===== src/rtl/qspi_queue_master.sv =====
module qspi_queue_master #(
  parameter int DATA_W = 16,
  parameter int DEPTH  = 16,
  parameter int DLY_W  = 8,
  parameter int DIV_W  = 8,
  parameter int NCS    = 2,
  localparam int IW = $clog2(DEPTH),
  localparam int AW = IW + 2
) (
  input  logic              clk,
  input  logic              rst_n,
  input  logic              bus_en,
  input  logic              bus_we,
  input  logic [AW-1:0]     bus_addr,
  input  logic [DATA_W-1:0] bus_wdata,
  output logic [DATA_W-1:0] bus_rdata,
  output logic              sck,
  output logic              mosi,
  input  logic              miso,
  output logic [NCS-1:0]    cs_o,
  output logic [NCS-1:0]    cs_oe
);
  localparam int WW = $clog2(DATA_W);
  localparam int CW = ((DLY_W > DIV_W) ? DLY_W : DIV_W) + 1;

  typedef enum logic [2:0] {S_IDLE, S_LOAD, S_LEAD, S_SHIFT, S_STORE, S_GAP} state_t;

  logic [7:0]        cmd_ram [DEPTH];
  logic [DATA_W-1:0] tx_ram  [DEPTH];
  logic [DATA_W-1:0] rx_ram  [DEPTH];

  logic              en;
  logic [WW-1:0]     width_cfg;
  logic [DIV_W-1:0]  div_cfg;
  logic [DLY_W-1:0]  lead_cfg, gap_cfg;
  logic [IW-1:0]     end_ptr;
  logic [NCS-1:0]    pin_dflt, pin_asgn, pin_dir;

  state_t            st;
  logic [IW-1:0]     idx;
  logic [7:0]        cmd_r;
  logic [DATA_W-1:0] sh;
  logic              rx_bit;
  logic [CW-1:0]     cnt;
  logic [WW:0]       bits_left;
  logic [NCS-1:0]    cs_pat;
  logic              cs_hold;
  logic              done;
  logic              sck_r;

  logic [1:0]    region;
  logic [IW-1:0] rix;
  assign region = bus_addr[AW-1:IW];
  assign rix    = bus_addr[IW-1:0];

  logic wr_reg, start;
  assign wr_reg = bus_en && bus_we && region == 2'd3;
  assign start  = wr_reg && rix == IW'(6);

  logic [7:0]        cur_cmd;
  logic [WW:0]       nb;
  logic [DATA_W-1:0] tx_aligned;
  logic [CW-1:0]     div_eff, lead_eff, gap_eff;
  logic              last, busy;

  assign cur_cmd    = cmd_ram[idx];
  assign nb         = cur_cmd[6] ? ((width_cfg == '0) ? (WW+1)'(DATA_W) : {1'b0, width_cfg})
                                 : (WW+1)'(8);
  assign tx_aligned = tx_ram[idx] << ((WW+1)'(DATA_W) - nb);
  assign div_eff    = (div_cfg == '0)  ? CW'(1) : CW'(div_cfg);
  assign lead_eff   = (lead_cfg == '0) ? (CW'(1) << DLY_W) : CW'(lead_cfg);
  assign gap_eff    = (gap_cfg == '0)  ? (CW'(1) << DLY_W) : CW'(gap_cfg);
  assign last       = idx == end_ptr;
  assign busy       = st != S_IDLE;

  always_ff @(posedge clk or negedge rst_n) begin
    if (!rst_n) begin
      en        <= 1'b0;
      width_cfg <= '0;
      div_cfg   <= DIV_W'(1);
      lead_cfg  <= '0;
      gap_cfg   <= '0;
      end_ptr   <= '0;
      pin_dflt  <= '1;
      pin_asgn  <= '0;
      pin_dir   <= '0;
    end else if (wr_reg) begin
      case (rix)
        IW'(0): en        <= bus_wdata[0];
        IW'(1): width_cfg <= bus_wdata[WW-1:0];
        IW'(2): div_cfg   <= bus_wdata[DIV_W-1:0];
        IW'(3): lead_cfg  <= bus_wdata[DLY_W-1:0];
        IW'(4): gap_cfg   <= bus_wdata[DLY_W-1:0];
        IW'(5): end_ptr   <= bus_wdata[IW-1:0];
        IW'(7): pin_dflt  <= bus_wdata[NCS-1:0];
        IW'(8): pin_asgn  <= bus_wdata[NCS-1:0];
        IW'(9): pin_dir   <= bus_wdata[NCS-1:0];
        default: ;
      endcase
    end
  end

  always_ff @(posedge clk) begin
    if (bus_en && bus_we && region == 2'd0) cmd_ram[rix] <= bus_wdata[7:0];
    if (bus_en && bus_we && region == 2'd1) tx_ram[rix]  <= bus_wdata;
    if (en && st == S_STORE)                rx_ram[idx]  <= sh;
  end

  always_comb begin
    bus_rdata = '0;
    case (region)
      2'd0: bus_rdata = DATA_W'(cmd_ram[rix]);
      2'd1: bus_rdata = tx_ram[rix];
      2'd2: bus_rdata = rx_ram[rix];
      default:
        case (rix)
          IW'(0): bus_rdata = DATA_W'(en);
          IW'(1): bus_rdata = DATA_W'(width_cfg);
          IW'(2): bus_rdata = DATA_W'(div_cfg);
          IW'(3): bus_rdata = DATA_W'(lead_cfg);
          IW'(4): bus_rdata = DATA_W'(gap_cfg);
          IW'(5): bus_rdata = DATA_W'(end_ptr);
          IW'(6): bus_rdata = DATA_W'({busy, done});
          IW'(7): bus_rdata = DATA_W'(pin_dflt);
          IW'(8): bus_rdata = DATA_W'(pin_asgn);
          IW'(9): bus_rdata = DATA_W'(pin_dir);
          default: ;
        endcase
    endcase
  end

  always_ff @(posedge clk or negedge rst_n) begin
    if (!rst_n) begin
      st        <= S_IDLE;
      idx       <= '0;
      cmd_r     <= '0;
      sh        <= '0;
      rx_bit    <= 1'b0;
      cnt       <= '0;
      bits_left <= '0;
      cs_pat    <= '0;
      cs_hold   <= 1'b0;
      done      <= 1'b0;
      sck_r     <= 1'b0;
    end else if (!en) begin
      st      <= S_IDLE;
      sck_r   <= 1'b0;
      cs_hold <= 1'b0;
    end else begin
      case (st)
        S_IDLE:
          if (start) begin
            idx  <= '0;
            done <= 1'b0;
            st   <= S_LOAD;
          end
        S_LOAD: begin
          cmd_r     <= cur_cmd;
          sh        <= tx_aligned;
          bits_left <= nb;
          cs_pat    <= cur_cmd[NCS-1:0];
          cs_hold   <= 1'b1;
          cnt       <= cur_cmd[4] ? lead_eff : div_eff;
          st        <= S_LEAD;
        end
        S_LEAD:
          if (cnt == CW'(1)) begin
            sck_r  <= 1'b1;
            rx_bit <= miso;
            cnt    <= div_eff;
            st     <= S_SHIFT;
          end else begin
            cnt <= cnt - CW'(1);
          end
        S_SHIFT:
          if (cnt == CW'(1)) begin
            cnt   <= div_eff;
            sck_r <= ~sck_r;
            if (sck_r) begin
              sh        <= {sh[DATA_W-2:0], rx_bit};
              bits_left <= bits_left - (WW+1)'(1);
              if (bits_left == (WW+1)'(1)) st <= S_STORE;
            end else begin
              rx_bit <= miso;
            end
          end else begin
            cnt <= cnt - CW'(1);
          end
        S_STORE: begin
          cs_hold <= cmd_r[7] && !last;
          if (cmd_r[5]) begin
            cnt <= gap_eff;
            st  <= S_GAP;
          end else if (last) begin
            done <= 1'b1;
            st   <= S_IDLE;
          end else begin
            idx <= idx + IW'(1);
            st  <= S_LOAD;
          end
        end
        S_GAP:
          if (cnt != CW'(1)) begin
            cnt <= cnt - CW'(1);
          end else if (last) begin
            done <= 1'b1;
            st   <= S_IDLE;
          end else begin
            idx <= idx + IW'(1);
            st  <= S_LOAD;
          end
        default: st <= S_IDLE;
      endcase
    end
  end

  logic [NCS-1:0] own;
  assign own   = {NCS{en & cs_hold}} & pin_asgn;
  assign cs_o  = (own & cs_pat) | (~own & pin_dflt);
  assign cs_oe = pin_dir;
  assign sck   = sck_r;
  assign mosi  = sh[DATA_W-1];

  a_r2_sck_idle_low: assert property (@(posedge clk) disable iff (!rst_n)
    (st == S_IDLE) |-> !sck_r);
  a_r2_mosi_steady_high: assert property (@(posedge clk) disable iff (!rst_n)
    sck_r |-> $stable(mosi));
  a_r4_cs_steady_on_edge: assert property (@(posedge clk) disable iff (!rst_n)
    (sck_r != $past(sck_r)) |-> ($stable(cs_pat) && cs_hold));
  a_r9_done_only_idle: assert property (@(posedge clk) disable iff (!rst_n)
    done |-> (st == S_IDLE));
  a_r3_bits_bound: assert property (@(posedge clk) disable iff (!rst_n)
    bits_left <= (WW+1)'(DATA_W));
endmodule


===== config.mk =====
export PLATFORM = sky130hd
export DESIGN_NAME = qspi_queue_master
export DESIGN_NICKNAME = d
export VERILOG_FILES = /design/src/rtl/qspi_queue_master.sv
export SDC_FILE = /design/constraint.sdc
export NUM_CORES = 1
export LEC_CHECK = 0
export ABC_AREA = 0
export ABC_CLOCK_PERIOD_IN_PS = 3610
export BUFFER_PORTS_ARGS = -buffer_cell sky130_fd_sc_hd__buf_2
export CAP_MARGIN = 30
export CORE_MARGIN = 2
export CORE_UTILIZATION = 36
export CTS_CLUSTER_SIZE = 14
export DETAILED_ROUTE_END_ITERATION = 10
export GPL_ROUTABILITY_DRIVEN = 0
export PLACE_DENSITY = 0.58
export SLEW_MARGIN = 20
export SYNTH_ARGS = -nofsm -noshare
export SYNTH_HDL_FRONTEND = slang
export SYNTH_SLANG_ARGS = --single-unit

===== constraint.sdc =====
create_clock -name clk -period 3.61 [get_ports clk]
set_input_delay 0.361 -clock clk [delete_from_list [all_inputs] [get_ports clk]]
set_output_delay 0.361 -clock clk [all_outputs]
set_load 0.03 [all_outputs]

=== Word level (Yosys, flattened, before mapping) ===
Memory sizes are Yosys's and may differ from the RTL's.
Index checks and enable logic that the tools add are counted.

* Add/subtract/negate cells: 4
* Equality and inequality tests: 38
* Shifts and indexed selects: 1
* Muxes and demuxes: 54
* Bitwise logic cells: 7
* Reductions and logical operators: 37

{| class="wikitable"
|+ Operators with widths
! kind !! number
|-
| $pmux 8 s10 || 1
|-
| $mux 9 || 6
|-
| $pmux 16 s3 || 1
|-
| $pmux 9 s4 || 1
|-
| $mux 16 || 2
|-
| $pmux 16 s2 || 1
|-
| $logic_not 8->1 || 3
|-
| $mux 3 || 8
|-
| $mux 5 || 4
|-
| $reduce_and 2->1 || 10
|-
| $mux 1 || 18
|-
| $ne 2x2->1 const B || 9
|-
| $ne 3x3->1 const B || 6
|-
| $pmux 3 s6 || 1
|-
| $eq 4x3->1 const B || 4
|-
| $mux 4 || 4
|-
| $shl 16x5->16 || 1
|-
| $pmux 4 s3 || 1
|-
| $pmux 5 s2 || 1
|-
| $reduce_and 5->1 || 2
|-
| $eq 9x1->1 const B || 1
|-
| $ne 9x1->1 const B || 1
|-
| $sub 9x1->9 const B || 1
|-
| $eq 4x2->1 const B || 2
|-
| other kinds (33) || 52
|}

* Register bits: 90
* Bits in writable memories: 640
* Input bits: 27
* Memories: 3

{| class="wikitable"
|+ Memory list
! memory !! words !! width !! rd ports !! clocked after memory_dff !! write ports !! RTL line !! RTL
|-
| rx_ram || 16 || 16 || 1 || 0 || 1 || 30 || <nowiki>logic [DATA_W-1:0] rx_ram [DEPTH];</nowiki>
|-
| tx_ram || 16 || 16 || 2 || 0 || 1 || 29 || <nowiki>logic [DATA_W-1:0] tx_ram [DEPTH];</nowiki>
|-
| cmd_ram || 16 || 8 || 2 || 0 || 1 || 28 || <nowiki>logic [7:0] cmd_ram [DEPTH];</nowiki>
|}

=== Longest topological paths before layout ===
Gate-level depths: netlist of run 1.

* Depth after elaboration: 6
* Mapped depth: 15
* Depth with buffers taken out: 11

=== Worst setup path after synthesis of run 1 ===
No wires, ideal clock.

* Path type: register to register
* Start point: register idx[1]
* End point: register sh[15]
* Arrival time: 3220 ps
* Data required time: 3490 ps
* Path slack: 271 ps
* Stages on the path, launching flop included: 15
* Buffers on the path: 5
* Clock period less this slack: 3339 ps
* Path through: dfrtp_1 > buf_6 > mux2_4 > o221a_2 > a22o_1 > buf_6 > inv_8 > buf_6 > ha_1 > clkbuf_1 > xnor2_1 > buf_4 > mux2i_1 > mux4_2 > a31o_1

* Word-level cells in the longest chain between the ends: 5
* Elaborated cells between the ends (all ways): 6
* Classes of those cells: add/sub: 1; shift: 1; mux: 2; memory: 2

{| class="wikitable"
|+ RTL lines
! item !! RTL line !! RTL
|-
| start: declaration || 40 || <nowiki>logic [IW-1:0] idx;</nowiki>
|-
| start signal: assignment || 198 || <nowiki>idx <= idx + IW'(1);</nowiki>
|-
| start signal: assignment || 209 || <nowiki>idx <= idx + IW'(1);</nowiki>
|-
| $mem_v2 16x8 || - ||
|-
| $mux 5 || 67 || <nowiki>assign nb = cur_cmd[6] ? ((width_cfg == '0) ? (WW+1)'(DATA_W) : {1'b0, width_cfg})</nowiki>
|-
| $sub 5x5->5 || 69 || <nowiki>assign tx_aligned = tx_ram[idx] << ((WW+1)'(DATA_W) - nb);</nowiki>
|-
| $shl 16x5->16 * || 69 ||
|-
| $pmux 16 s2 * || 150 || <nowiki>case (st)</nowiki>
|-
| end signal: assignment || 159 || <nowiki>sh <= tx_aligned;</nowiki>
|-
| end signal: assignment || 180 || <nowiki>sh <= {sh[DATA_W-2:0], rx_bit};</nowiki>
|-
| end: declaration || 42 || <nowiki>logic [DATA_W-1:0] sh;</nowiki>
|}

Every way passes the cells marked *; elsewhere a longest branch is shown, timed or not.
A chain may end at the register's enable or synchronous reset.

=== Final worst setup path of run 1 ===
* Start point: register idx[1]
* End point: register sh[7]

The elaborated chain is that of the path after synthesis.

==> reports/summary.txt, run 1 <==
Mean Syn Cell Area - 18.6 um^2
Root Driver - clkbuf_16
clock skew - 0.0254 ns
Worst Tran Pin Value - 0.990 ns
postcts setup bufs - 0
Worst-Skew Late Latency - 0.65 ns
first-pass GRT wire length - 130 mm
Worst EP required - 4.17 ns
initial DRC count - 1717
htree depth - 3
crit path capture type - register
Power Dens Cells - 481 nW/um^2
# resized after CTS - 0
Setup TNS - 0 ns
Max Freq - 0.292 GHz
Tot GR Track Use - 19.1%
nets - 1926
max-cap viol count - 0
area grow syn2layout - 15.1%
Synth Flop Type - edfxtp_1
ANT nets after route - 0
Finished Layout Cells - 3133
clock slew seen by the registers of the worst setup and hold paths - 0.06 ns
DP Cell Count - 2983
Final Slew Violations - 0
Netlist cell types - 72
Multi-input gate area - 10900 um^2
Die Ht - 305 um
Ys Warns - 0
unrepaired setup endpoints after global routing - false
largest net degree at the start of global routing - 70
clk sinks - 724
IO Count - 49
Post-Synthesis Net Count - 1794
critical path class - reg2reg
Synth Register Bits - 724
core box area - 90000 um^2
TritonCTS clock tree - yes
die area - 93100 um^2
Slew HR - 33.8%
status - complete, no violations
CTS Hold Bufs - 2
Vias - 18239
initial antenna violation count - 2
Period Utilization, post-route - 94.9%
Final Hold Viols - 0
GRT overflow - 0
mapped cell area - 32600 um^2
Final min period - 3.43 ns
Post-synth EDFFs - 640
Final Setup Violations - 0
Clock Path Buffers - 3
Worst EP arrival - 3.99 ns
fraction of layout cells with a size suffix above 1 - 35.1%
top cell family by delay on the critical path - compound AO/OA/AOI/OAI gates
DRC errors left - 0
Placed Area - 35000 um^2
Pleak - 13.0 nW
row cnt - 110
Seq/Total Area, Yosys - 65.3%
port buffer count - 48
hpwl dp - 54.0 mm
flop2flop setup slack - 0.18 ns
number of global-route vias before repair - 18895
worst-path fanout max - 15
Vias/cell - 5.82
CTS Buf Count - 78
ys async rst share - 11.6%
DIE WIDTH - 305 um
total routed wirelength - 88.6 mm
largest stage delay on the critical path - 0.53 ns
hold crit path type - in2reg
FF/Latch Area - 21300 um^2
Initial Utilization - 36.3%
fill cell count - 8003
routed length per placed instance - 28.3 um
VDD IR max - 363 uV
worst path bufs/invs - 2
Cells after Synth - 1758
startpoint types - register
final instance area - 37600 um^2
slowest cell on the critical path - dfrtp_4
CP Cell Sequence - mux2_2 -> o221a_2 -> a22o_1 -> inv_8 -> ha_1 -> xnor2_2 -> buf_4 -> mux4_2 -> o21ai_0 -> o21a_1
first-pass iteration count of the detailed router - 5
[area by class of cell]
class	count	share of cell area [%]
Antenna cell	2	0.0133
Clock buffer	103	5.66
Clock inverter	42	1.11
Inverter	15	0.170
Multi-Input combinational cell	901	28.9
Sequential cell	724	56.8
Tap cell	1176	3.91
Timing Repair Buffer	170	3.50
[synthesized netlist by cell type, types with 8 or more instances]
master | count | area, um^2
a221oi_1 | 11 | 96.3
inv_1 | 14 | 52.6
nand2_1 | 67 | 251
ha_1 | 9 | 113
o21ai_0 | 40 | 200
clkbuf_1 | 69 | 259
a22oi_1 | 44 | 330
edfxtp_1 | 640 | 19200
nor4_1 | 10 | 62.6
mux4_2 | 300 | 6760
dfrtp_1 | 81 | 2030
mux2_2 | 52 | 586
nand3_1 | 20 | 100
nand2b_1 | 11 | 68.8
nor2b_1 | 14 | 87.6
nor3_1 | 22 | 110
nor2_1 | 103 | 387
a22o_1 | 11 | 96.3
a21oi_1 | 42 | 210
a31oi_1 | 10 | 62.6
buf_2 | 15 | 75.1
buf_1 | 25 | 93.8
xnor2_1 | 8 | 70.1
mux2i_1 | 35 | 350
[routing by layer]
metal / global-route usage [%] / vias to the layer above / wire (um) / share of wire, %
li1: - / 7657 / - / -
met1: 26.9 / 9778 / 37900 / 43
met2: 30.6 / 670 / 42400 / 48
met3: 3.36 / 130 / 6160 / 7.0
met4: 5.27 / 4 / 2110 / 2.4
met5: 0 / - / 23 / 0.026
[worst paths after layout]
| check | start | end | depth (start not counted) |
|---|---|---|---|
| min | bus_wdata[10] | tx_ram[0][10] | 1 |
| max reg2reg | idx[1] | sh[7] | 10 |
| max in group asynchronous | rst_n | div_cfg[0] | 3 |
| min reg2reg | cmd_r[1] | cmd_r[1] | 1 |
| max | idx[1] | sh[7] | 10 |
| min in group asynchronous | rst_n | lead_cfg[7] | 2 |
[worst register-to-register path: stages, from the launching register on]
cell and delay, ns:
dfrtp_4 0.53, mux2_2 0.39, o221a_2 0.28, a22o_1 0.32, inv_8 0.16, ha_1 0.33
xnor2_2 0.27, buf_4 0.23, mux4_2 0.49, o21ai_0 0.21, o21a_1 0.16
[placed cells by master, fill, tap and decap left out, types with 5 or more instances in the layout]
cell type,netlist,routed
a21oi_1,42,41
a221o_1,5,5
a221oi_1,11,11
a22o_1,11,11
a22oi_1,44,44
a31oi_1,10,10
and2_1,5,5
buf_12,0,9
buf_2,15,44
buf_4,3,112
bufinv_16,0,6
clkbuf_1,69,19
clkbuf_16,0,80
clkinv_1,0,16
clkinv_2,0,12
dfrtp_1,81,79
edfxtp_1,640,640
ha_1,9,9
inv_1,14,14
mux2_2,52,52
mux2i_1,35,35
mux4_2,300,300
nand2_1,67,67
nand2b_1,11,11
nand3_1,20,20
nor2_1,103,78
nor2_2,0,25
nor2b_1,14,12
nor3_1,22,15
nor3_2,0,7
nor4_1,10,10
o21a_1,5,5
o21ai_0,40,40
o22ai_1,6,6
xnor2_1,8,7
[sequential cells by signal, summed over array words and instances (netlist names), 2 cells and up]
register / count
cnt: 9
cmd_r: 4
end_ptr: 4
cs_oe: 2
sh: 16
rx_ram: 256
gap_cfg: 8
cmd_ram: 128
width_cfg: 4
st: 3
bits_left: 5
div_cfg: 8
pin_dflt: 2
tx_ram: 256
pin_asgn: 2
idx: 4
lead_cfg: 8
[cell families (layout without fill, tap and decap cells)]
family                   count (synthesis)  after routing  share of synthesized area (%)
AND/OR/NAND/NOR                        279            279                           3.97
multiplexers                           391            391                           23.8
XOR/XNOR                                10             10                          0.268
AO/OA/AOI/OAI                          212            212                           4.55
other                                    0              2                              0
buffers and inverters                  133            330                           1.78
adder cells (fa/ha/maj)                  9              9                          0.345
flip-flops                             724            724                           65.3
[report_power, final]
| part | switching [mW] | total [mW] | internal, mW |
|---|---|---|---|
| sequential | 0.0670 | 9.19 | 9.12 |
| combinational | 0.534 | 0.921 | 0.387 |
| clock | 3.34 | 7.95 | 4.61 |
| total | 3.94 | 18.1 | 14.1 |
[through the flow]
stage	total power [mW]	setup slack, ns	util [%]	hold slack [ns]
CTS	18.2	0.209	41.7	0.0715
floorplan	9.91	0.271	-	0.0654
global route	18.6	0.0156	41.8	0.102
detailed placement	10.3	0.214	38.9	0.497
global placement	10.3	0.277	38.9	0.495
finish	18.1	0.183	41.8	0.104
Power figures use the tool's default switching activity.
==> run 2, diff against run 1 <==
Settings changed: BUFFER_PORTS_ARGS -buffer_cell sky130_fd_sc_hd__buf_2 to -buffer_cell sky130_fd_sc_hd__clkbuf_2.
==> run 2 against run 1 <==
Effect of this change:
- final area shrank 0.28%
- via count about the same
- sequential cell count did not move
- worst hold slack improved by 0.039 ns
- die area stayed put
- total power decreased by 0.69%
- critical path depth shrank 3
- clock skew is 0.0016 ns higher
- global-route usage decreased by 0.24 points
- critical path type is now in2out
- critical endpoint is now bus_rdata[4]
==> reports/summary.txt, run 2 (synthesis gave the netlist of run 1 again) <==
Setup TNS - 0 ns
Final Setup Violations - 0
Worst EP arrival - 3.07 ns
Tot Pwr - 17.9 mW
initial DRC count - 1978
Period Utilization, post-route - 95.2%
hpwl dp - 53.8 mm
Vias/cell - 5.85
most frequent cells in the layout - 640 x edfxtp_1, 300 x mux4_2, 107 x buf_4, 82 x clkbuf_16, 79 x dfrtp_1
IO Count - 49
commonest non-fill, non-tap cell in the layout - edfxtp_1
Tot GR Track Use - 18.8%
Vias - 18249
most used cell, CP - mux4_2
Slew HR - 38.1%
Pleak - 12.9 nW
htree depth - 3
core box area - 90000 um^2
Max Freq - 0.291 GHz
Initial Utilization - 36.3%
GRT overflow - 0
CP Cell Sequence - buf_8 -> buf_4 -> mux4_2 -> mux4_2 -> a21oi_1 -> o21ai_0 -> clkbuf_2
Die Ht - 305 um
top cell family by delay on the critical path - multiplexers
VDD IR max - 479 uV
Final min period - 3.43 ns
status - complete, no violations
number of global-route vias before repair - 18578
hold crit path type - in2reg
Multi-input gate area - 10900 um^2
largest registers - rx_ram (256), tx_ram (256), cmd_ram (128)
postcts setup bufs - 0
first-pass GRT wire length - 129 mm
fill cell count - 7981
first-pass iteration count of the detailed router - 7
Power Dens Cells - 479 nW/um^2
ANT nets after route - 0
critical path class - in2out
total routed wirelength - 87.6 mm
worst path bufs/invs - 3
DRC errors left - 0
largest net degree at the start of global routing - 69
Worst EP required - 3.25 ns
initial antenna violation count - 5
clock slew seen by the registers of the worst setup and hold paths - 0.06 ns
worst-path fanout max - 31
max-cap viol count - 0
slowest cell on the critical path - mux4_2
crit path capture type - output port
CTS Buf Count - 78
routed length per placed instance - 28.1 um
Worst Tran Pin Value - 0.929 ns
FF/Latch Area - 21300 um^2
unrepaired setup endpoints after global routing - false
Final Slew Violations - 0
port buffer count - 48
Worst-Skew Late Latency - 0.63 ns
nets - 1920
clock skew - 0.0270 ns
Final Hold Viols - 0
fraction of layout cells with a size suffix above 1 - 35.3%
TritonCTS clock tree - yes
clk sinks - 724
row cnt - 110
startpoint types - input port
Clock Path Buffers - 3
area grow syn2layout - 14.8%
Root Driver - clkbuf_16
largest stage delay on the critical path - 0.58 ns
DIE WIDTH - 305 um
die area - 93100 um^2
run 2: cell types whose count changed in the layout (fill, tap and decap cells not counted), sizes merged:
cell | before | now
clkinv | 32 | 28
clkinvlp | 2 | 7
buf | 168 | 119
inv | 17 | 18
clkbuf | 103 | 137
diode | 2 | 1
run 2: metal layers:
metal / track usage, % / part of all wire, %
met4: 5.04 / 2.3
met2: 30.3 / 48
met5: 0 / 0.015
met1: 26.7 / 43
met3: 3.07 / 6.7
run 2: final cells by class:
cell class | instances | area share, %
inverter | 15 | 0.170
clock inverter | 44 | 1.06
timing repair buffer | 164 | 3.33
antenna | 1 | 0.00668
multi-input combinational | 901 | 29.0
tap | 1176 | 3.93
sequential | 724 | 56.9
clock buffer | 94 | 5.59
run 2: stage by stage:
step / hold slack [ns] / std cells / utilization [%] / cell area [um^2] / setup WS [ns]
4_1_cts: 0.107 / 3118 / 41.6 / 37500 / 0.102
6_report: 0.143 / 3119 / 41.6 / 37500 / 0.175
3_5_place_dp: 0.510 / 2978 / 38.8 / 35000 / 0.132
2_1_floorplan: 0.0654 / 1758 / - / 32600 / 0.271
5_1_grt: 0.154 / 3118 / 41.6 / 37500 / 0.0388
3_3_place_gp: 0.508 / 2978 / 38.8 / 35000 / 0.146
run 2: timing repair:
| item | CTS | global route |
|---|---|---|
| setup endpoints to repair | 0 | 4 |
| hold endpoints to repair | 62 | 0 |
| resized for setup | 0 | 1 |
| hold buffers | 2 | 0 |
run 2: where the power goes:
part | internal, mW | total, mW | leakage, nW | switching [mW]
clock | 4.57 | 7.84 | 1.21 | 3.27
combinational | 0.381 | 0.911 | 4.16 | 0.531
sequential | 9.13 | 9.19 | 7.55 | 0.0679
run 2: final timing paths:
path / endpoint / cells past startpoint / slack (ns) / from
setup / recovery: bus_rdata[4] / 7 / 0.18 / bus_addr[0]
hold / removal: tx_ram[0][8] / 1 / 0.14 / bus_wdata[8]
setup reg to reg: sh[15] / 8 / 0.22 / idx[1]
hold reg to reg: cmd_r[0] / 1 / 0.52 / cmd_r[0]
max in group asynchronous: pin_dflt[0] / 3 / 2.38 / rst_n
min in group asynchronous: cnt[4] / 2 / 0.38 / rst_n
